### config.mk
export PLATFORM = sky130hd
export DESIGN_NAME = cic_decim
export DESIGN_NICKNAME = d
export VERILOG_FILES = /design/src/rtl/cic_pkg.sv /design/src/rtl/cic_integ_bank.sv /design/src/rtl/cic_rate_ctr.sv /design/src/rtl/cic_comb_bank.sv /design/src/rtl/cic_delay_line.sv /design/src/rtl/cic_decim.sv
export SDC_FILE = /design/constraint.sdc
export NUM_CORES = 1
export LEC_CHECK = 0
export BUFFER_PORTS_ARGS = -buffer_cell sky130_fd_sc_hd__clkbuf_2
export CORE_ASPECT_RATIO = 0.75
export CORE_MARGIN = 2
export CORE_UTILIZATION = 59
export CTS_BUF_LIST = sky130_fd_sc_hd__clkbuf_8
export DETAILED_ROUTE_END_ITERATION = 10
export PLACE_DENSITY = 0.85
export SLEW_MARGIN = 10
export SYNTH_ARGS = -nofsm -noshare
export SYNTH_HDL_FRONTEND = slang
export SYNTH_SLANG_ARGS = --single-unit
### constraint.sdc
create_clock -name clk -period 5.4 [get_ports clk]
set_clock_uncertainty 0.05 [all_clocks]
set_input_delay 0.27 -clock clk [delete_from_list [all_inputs] [get_ports clk]]
set_output_delay 0.27 -clock clk [all_outputs]
set_load 0.03 [all_outputs]
### src/rtl/cic_pkg.sv
package cic_pkg;

   function automatic int clog2_int(input int v);
      int r;
      r = 0;
      while ((1 << r) < v) r++;
      return r;
   endfunction

   function automatic int cic_growth_width(input int in_w, input int stages, input int rate);
      return in_w + stages * clog2_int(rate);
   endfunction

endpackage

### src/rtl/cic_integ_bank.sv
module cic_integ_bank #(
   parameter int W      = 25,
   parameter int STAGES = 3
) (
   input  logic         clk,
   input  logic         rst_n,
   input  logic         en,
   input  logic [W-1:0] x_in,
   output logic [W-1:0] last_next
);
   logic [STAGES-1:0][W-1:0] acc;
   logic [STAGES-1:0][W-1:0] nxt;

   for (genvar i = 0; i < STAGES; i++) begin : g_stage
      if (i == 0) begin : g_head
         assign nxt[i] = acc[i] + x_in;
      end else begin : g_tail
         assign nxt[i] = acc[i] + nxt[i-1];
      end
      always_ff @(posedge clk) begin
         if (!rst_n)  acc[i] <= '0;
         else if (en) acc[i] <= nxt[i];
      end
   end

   assign last_next = nxt[STAGES-1];
endmodule

### src/rtl/cic_rate_ctr.sv
module cic_rate_ctr #(
   parameter int RATE = 8
) (
   input  logic clk,
   input  logic rst_n,
   input  logic en,
   output logic frame_done
);
   localparam int CW = (RATE > 2) ? $clog2(RATE) : 1;
   localparam logic [CW-1:0] LAST = CW'(RATE - 1);

   logic [CW-1:0] cnt;

   assign frame_done = en && (cnt == LAST);

   always_ff @(posedge clk) begin
      if (!rst_n)          cnt <= '0;
      else if (frame_done) cnt <= '0;
      else if (en)         cnt <= cnt + 1'b1;
   end
endmodule

### src/rtl/cic_comb_bank.sv
module cic_comb_bank #(
   parameter int W      = 25,
   parameter int STAGES = 3
) (
   input  logic         clk,
   input  logic         rst_n,
   input  logic         en,
   input  logic [W-1:0] x_in,
   output logic         y_valid,
   output logic [W-1:0] y_out
);
   logic [STAGES-1:0][W-1:0] dly;
   logic [STAGES-1:0][W-1:0] dif;

   for (genvar i = 0; i < STAGES; i++) begin : g_stage
      logic [W-1:0] stage_in;
      if (i == 0) begin : g_head
         assign stage_in = x_in;
      end else begin : g_tail
         assign stage_in = dif[i-1];
      end
      assign dif[i] = stage_in - dly[i];
      always_ff @(posedge clk) begin
         if (!rst_n)  dly[i] <= '0;
         else if (en) dly[i] <= stage_in;
      end
   end

   always_ff @(posedge clk) begin
      if (!rst_n) begin
         y_valid <= 1'b0;
         y_out   <= '0;
      end else begin
         y_valid <= en;
         if (en) y_out <= dif[STAGES-1];
      end
   end
endmodule

### src/rtl/cic_delay_line.sv
module cic_delay_line #(
   parameter int W     = 25,
   parameter int DEPTH = 14
) (
   input  logic         clk,
   input  logic         rst_n,
   input  logic         v_in,
   input  logic [W-1:0] d_in,
   output logic         v_out,
   output logic [W-1:0] d_out
);
   if (DEPTH == 0) begin : g_wire
      assign v_out = v_in;
      assign d_out = d_in;
   end else begin : g_regs
      logic [DEPTH-1:0]        vs;
      logic [DEPTH-1:0][W-1:0] ds;
      always_ff @(posedge clk) begin
         if (!rst_n) begin
            vs <= '0;
            ds <= '0;
         end else begin
            vs[0] <= v_in;
            ds[0] <= d_in;
            for (int k = 1; k < DEPTH; k++) begin
               vs[k] <= vs[k-1];
               ds[k] <= ds[k-1];
            end
         end
      end
      assign v_out = vs[DEPTH-1];
      assign d_out = ds[DEPTH-1];
   end
endmodule

### src/rtl/cic_decim.sv
module cic_decim #(
   parameter int IN_W    = 16,
   parameter int STAGES  = 3,
   parameter int RATE    = 8,
   parameter int LATENCY = 15,
   parameter int OUT_W   = cic_pkg::cic_growth_width(IN_W, STAGES, RATE)
) (
   input  logic             clk,
   input  logic             rst_n,
   input  logic             s_valid,
   output logic             s_ready,
   input  logic [IN_W-1:0]  s_data,
   output logic             m_valid,
   output logic [OUT_W-1:0] m_data
);
   localparam int CORE_LAT = 1;
   localparam int PAD      = LATENCY - CORE_LAT;

   if (RATE < 2 || (RATE & (RATE - 1)) != 0) begin : g_bad_rate
      $error("cic_decim: RATE must be a power of two of at least 2");
   end
   if (STAGES < 1) begin : g_bad_stages
      $error("cic_decim: STAGES must be at least 1");
   end
   if (PAD < 0) begin : g_bad_lat
      $error("cic_decim: LATENCY below the intrinsic pipeline depth");
   end
   if (OUT_W != cic_pkg::cic_growth_width(IN_W, STAGES, RATE)) begin : g_bad_w
      $error("cic_decim: OUT_W must equal the full bit growth");
   end

   logic             rdy_q;
   logic             take;
   logic             frame_done;
   logic [OUT_W-1:0] x_ext;
   logic [OUT_W-1:0] integ_next;
   logic             dec_v;
   logic [OUT_W-1:0] dec_q;
   logic             comb_v;
   logic [OUT_W-1:0] comb_d;

   always_ff @(posedge clk) begin
      if (!rst_n) rdy_q <= 1'b0;
      else        rdy_q <= 1'b1;
   end
   assign s_ready = rdy_q;
   assign take    = s_valid && rdy_q;
   assign x_ext   = {{(OUT_W-IN_W){s_data[IN_W-1]}}, s_data};

   cic_integ_bank #(.W(OUT_W), .STAGES(STAGES)) i_integ (
      .clk(clk), .rst_n(rst_n), .en(take), .x_in(x_ext), .last_next(integ_next)
   );

   cic_rate_ctr #(.RATE(RATE)) i_rate (
      .clk(clk), .rst_n(rst_n), .en(take), .frame_done(frame_done)
   );

   always_ff @(posedge clk) begin
      if (!rst_n) begin
         dec_v <= 1'b0;
         dec_q <= '0;
      end else begin
         dec_v <= frame_done;
         if (frame_done) dec_q <= integ_next;
      end
   end

   cic_comb_bank #(.W(OUT_W), .STAGES(STAGES)) i_comb (
      .clk(clk), .rst_n(rst_n), .en(dec_v), .x_in(dec_q),
      .y_valid(comb_v), .y_out(comb_d)
   );

   cic_delay_line #(.W(OUT_W), .DEPTH(PAD)) i_align (
      .clk(clk), .rst_n(rst_n), .v_in(comb_v), .d_in(comb_d),
      .v_out(m_valid), .d_out(m_data)
   );
endmodule

# After elaboration in Yosys (flattened, before gate mapping)
# Index checks and enable logic that the tools add are counted.
totals:
  out_inout_bits: 27
  wordCells: 40
  in_bits: 19
  reg_bits: 570
op_classes:
  n_eq_ne: 1
  n_bitwise: 1
  mux: 1
  reduce_logical: 3
  addsub: 7
op_table:
  columns: ["operator", "n"]
  rows:
  - ["25-bit adder", 3]
  - ["25-bit subtractor", 3]
  - ["3-bit by 1-bit adder with 3-bit output, second input constant", 1]
  - ["3-bit == test, second input constant", 1]
  - ["1-bit logical AND", 2]
  - ["2-bit OR reduction", 1]
  - ["1-bit 2-to-1 mux", 1]
  - ["1-bit inverter", 1]

# Depth between registers and ports, before layout
logic_depth:
  word_depth: 3
  mapped_depth: 30
  ltp_nobuf: 30

# Hierarchy
# Synthesis repeated with hierarchy kept, for this count alone.
unflattened:
  cells_unflattened: 2509
  area_unflattened_um2: 24716.2
modules_own_cells:
  columns: ["mod", "seq_area_each_um2", "n_inst", "cells_per_inst", "area_per_inst_um2"]
  rows:
  - ["cic_delay_line", 7287.0, 1, 793, 9959.6]
  - ["cic_comb_bank", 2021.9, 1, 858, 7144.4]
  - ["cic_integ_bank", 1501.4, 1, 760, 6437.4]
  - ["cic_decim", 540.5, 1, 84, 1018.5]
  - ["cic_rate_ctr", 60.1, 1, 14, 156.4]

# Worst setup path before layout
# OpenSTA, ideal clock, no wires.
synth_timing:
  path_kind: "reg-to-reg"
  startpoint: "reg dec_q[0]"
  endpoint: "reg i_comb.y_out[24]"
  stages_incl_launch_ff: 30
  required_time_ns: 5.222
  setup_slack_ns: -0.567
  setup_ns: 0.128
  synth_period_minus_slack_ns: 5.967
  n_path_buf: 0
  t_arrival_ns: 5.789
  path_cell_list: "dfxtp_1 inv_1 ha_1 inv_1 fa_1 a211o_1 a21o_1 a21oi_1 xnor2_1 ha_1 or3_1 a211o_1 a21o_1 a21o_1 a21oi_1 o21ai_0 a21o_1 a21oi_1 xnor2_1 ha_1 o21a_1 o211ai_1 or3_1 o211ai_1 a21boi_0 o31ai_1 xor2_1 xnor3_1 mux2i_1 nor2_1"
synth_lines:
  columns: ["item", "line", "source"]
  rows:
  - ["start, declared", "cic_decim.sv:38", "logic [OUT_W-1:0] dec_q;"]
  - ["start signal, assigned", "cic_decim.sv:64", "if (frame_done) dec_q <= integ_next;"]
  - ["end signal, assigned", "cic_comb_bank.sv:35", "if (en) y_out <= dif[STAGES-1];"]
  - ["end, declared", "cic_comb_bank.sv:10", "output logic [W-1:0] y_out"]

==> flow_summary.json <==
{
  "outcome": "finished, violations left",
  "violations": "setup timing",
  "grt-ovfl-total": 0,
  "synthArstFlopShare_pct": 0,
  "final_nets": 2985,
  "syn-cell-area_um2": 23990,
  "place_congestion": 0.9443,
  "antennaDiodeCount": 0,
  "final_cells": 3391,
  "wl_met2_mm": 28.50,
  "wl_per_cell_um": 17.43,
  "highest_layer": "met4",
  "crit_arrival_ns": 6.70,
  "dp_cells": 3157,
  "n_fill_cell": 2344,
  "core_area_um2": 39810,
  "clockRootBuffer": "clkbuf_8",
  "die-height_um": 178.6,
  "syn_nets": 2687,
  "placed_cell_area_um2": 25900,
  "cts_tree": "done",
  "viasPerCell": 5.728,
  "synth_seq_area_share_pct": 47.57,
  "fin_crit_sh_pct": 115.5,
  "fin_util_pct": 73.51,
  "fmax_mhz": 160.4,
  "power.leakage_nw": 12.74,
  "critPathLaunchType": "flop",
  "synth_flop_cell": "dfxtp_1",
  "synth_cell_types": 78,
  "ir_worst_vdd_mv": 0.3089,
  "cts.clk_slew.worst_paths_ns": 0.07,
  "drtIter0Drc": 1766,
  "drc": 0,
  "dp_hpwl_mm": 31.94,
  "min_path_type": "primary input to flop",
  "rsz0062_at_grt": "yes",
  "wl_met1_mm": 23.48,
  "hold_depth": 1,
  "ys_ff_latch": 570,
  "synth_edf_count": 0,
  "num_vias": 19430,
  "avgSynthCellArea_um2": 9.549,
  "slowest_delay_ns": 0.43,
  "crit_path_top_delay_cell": "ha_1",
  "max_slew_margin_pct": 23.25,
  "drv_cap": 0,
  "syn_inst": 2512,
  "grt_use_total_pct": 24.59,
  "worst_slew_pin_slew_ns": 1.151,
  "endpoint_kind": "flop",
  "grt_max_degree": 173,
  "multi_input_area_um2": 12540,
  "r2r_cells": 31,
  "yosysWarningCount": 0,
  "routed_wl_mm": 59.09,
  "power_mw": 10.38,
  "drive_gt1_share_pct": 22.29,
  "area_growth_pct": 21.98,
  "cts_buffer_depth": 3,
  "final_area_um2": 29260,
  "die_w_um": 236.8,
  "powerDensity_nw_per_um2": 354.6,
  "htreeDepth": 3,
  "wl_met3_mm": 4.239,
  "cp.required_ns": 5.87,
  "die_area_um2": 42300,
  "finalSetupViolCount": 23,
  "detail-route-antenna-nets": 0,
  "layout_common_cells": "565 x dfxtp_1, 361 x and2_1, 280 x buf_4",
  "initial_core_util_pct": 60.26,
  "finalMaxSlewViolations": 0,
  "min_period_ns": 6.236,
  "register_area_um2": 11420,
  "cts_buffers": 79,
  "clk_latency_ns": 0.67,
  "io_buffers": 45,
  "rows": 63,
  "drtPass1Iterations": 6,
  "ioPinCount": 46,
  "worstPathMaxFanout": 4,
  "final_common_cell": "dfxtp_1",
  "cts.sinks": 570,
  "crit_type": "flop to flop",
  "setup_ws_ns": -0.8355,
  "dp_slack_ns": -0.6514,
  "first_global_vias": 18720,
  "antenna_found_initial": 0,
  "hold_viol": 0,
  "grt_pass1_wl_mm": 86.95
}
==> cell type report <==
class | instances | area share [%]
flip-flops and latches | 570 | 39.03
multi-input cells | 1694 | 42.85
well taps | 520 | 2.224
repair buffers | 340 | 8.556
inverters | 125 | 1.612
clock inverters | 45 | 1.167
clock buffers | 97 | 4.563
==> worst max-delay path: cells and delay by family, from the launching register on <==
family	cells	cell delay, ns
flops	1	0.33
xor+xnor	3	0.56
simple gates	7	0.94
mux	1	0.18
buf+inv	5	0.57
fa+ha+maj	4	1.25
compound gates	11	2.23
==> what timing repair did <==
item | 4_1_cts | 5_1_grt
gates cloned | 0 | 0
setup endpoints to repair | 23 | 31
pin swaps | 76 | 109
setup buffers | 79 | 29
hold endpoints to repair | 1 | 0
resized for setup | 82 | 117
hold buffers | 1 | 0
==> Yosys cell counts, types with 21 or more instances <==
cell type	count	share of area [%]
o21a_1	21	0.66
xnor2_1	89	3.2
ha_1	150	7.8
inv_1	123	1.9
nor2_1	180	2.8
dfxtp_1	570	48
a21o_1	54	1.7
xor2_1	35	1.3
a21oi_1	155	3.2
a211oi_1	22	0.69
clkbuf_1	85	1.3
mux2i_1	83	3.5
nor3_1	23	0.48
buf_4	25	0.78
nand2_1	178	2.8
nand3_1	30	0.63
and2_1	363	9.5
o21ai_0	66	1.4
==> registers in the layout (all words and copies together) (netlist names) <==
| register | cells |
|---|---|
| dec_q | 25 |
| dec_v | 1 |
| i_align.d_out | 25 |
| i_align.g_regs.ds | 325 |
| i_align.g_regs.vs | 14 |
| i_comb.dly | 75 |
| i_comb.y_out | 25 |
| i_comb.y_valid | 1 |
| i_integ.acc | 75 |
| i_rate.cnt | 3 |
| s_ready | 1 |
==> routing by layer <==
metal,global-route usage (%),vias up
li1,-,9021
met1,30.11,9148
met2,43.26,950
met3,4.410,306
met4,9.573,0
met5,0,-
==> report_power, final <==
part           total [mW]  switching (mW)  internal [mW]
clock                3.50            1.67           1.84
sequential           4.35          0.0621           4.28
combinational        2.53            1.39           1.13
==> cell families after synthesis <==
family | after synthesis | share of synthesized area [%]
mux | 89 | 3.745
xor+xnor | 127 | 4.783
flops | 570 | 47.57
compound gates | 459 | 12.62
buf+inv | 248 | 4.272
fa+ha+maj | 156 | 8.325
simple gates | 863 | 18.69
==> stage by stage <==
stage          setup TNS (ns)  hold slack (ns)
5_1_grt                -12.20          0.06546
2_1_floorplan         -0.2243           0.2477
3_3_place_gp           -2.694           0.3636
3_5_place_dp           -6.464           0.3669
4_1_cts                -2.226          0.03808
6_report               -6.353          0.05615
==> final timing paths <==
check / start / to / slack, ns
max: dec_q[0] / i_comb.y_out[24] / -0.84
min: rst_n / s_ready / 0.06
max reg2reg: dec_q[0] / i_comb.y_out[24] / -0.84
min reg2reg: i_align.g_regs.ds[179] / i_align.g_regs.ds[204] / 0.38
(Power assumes the default switching activity.)
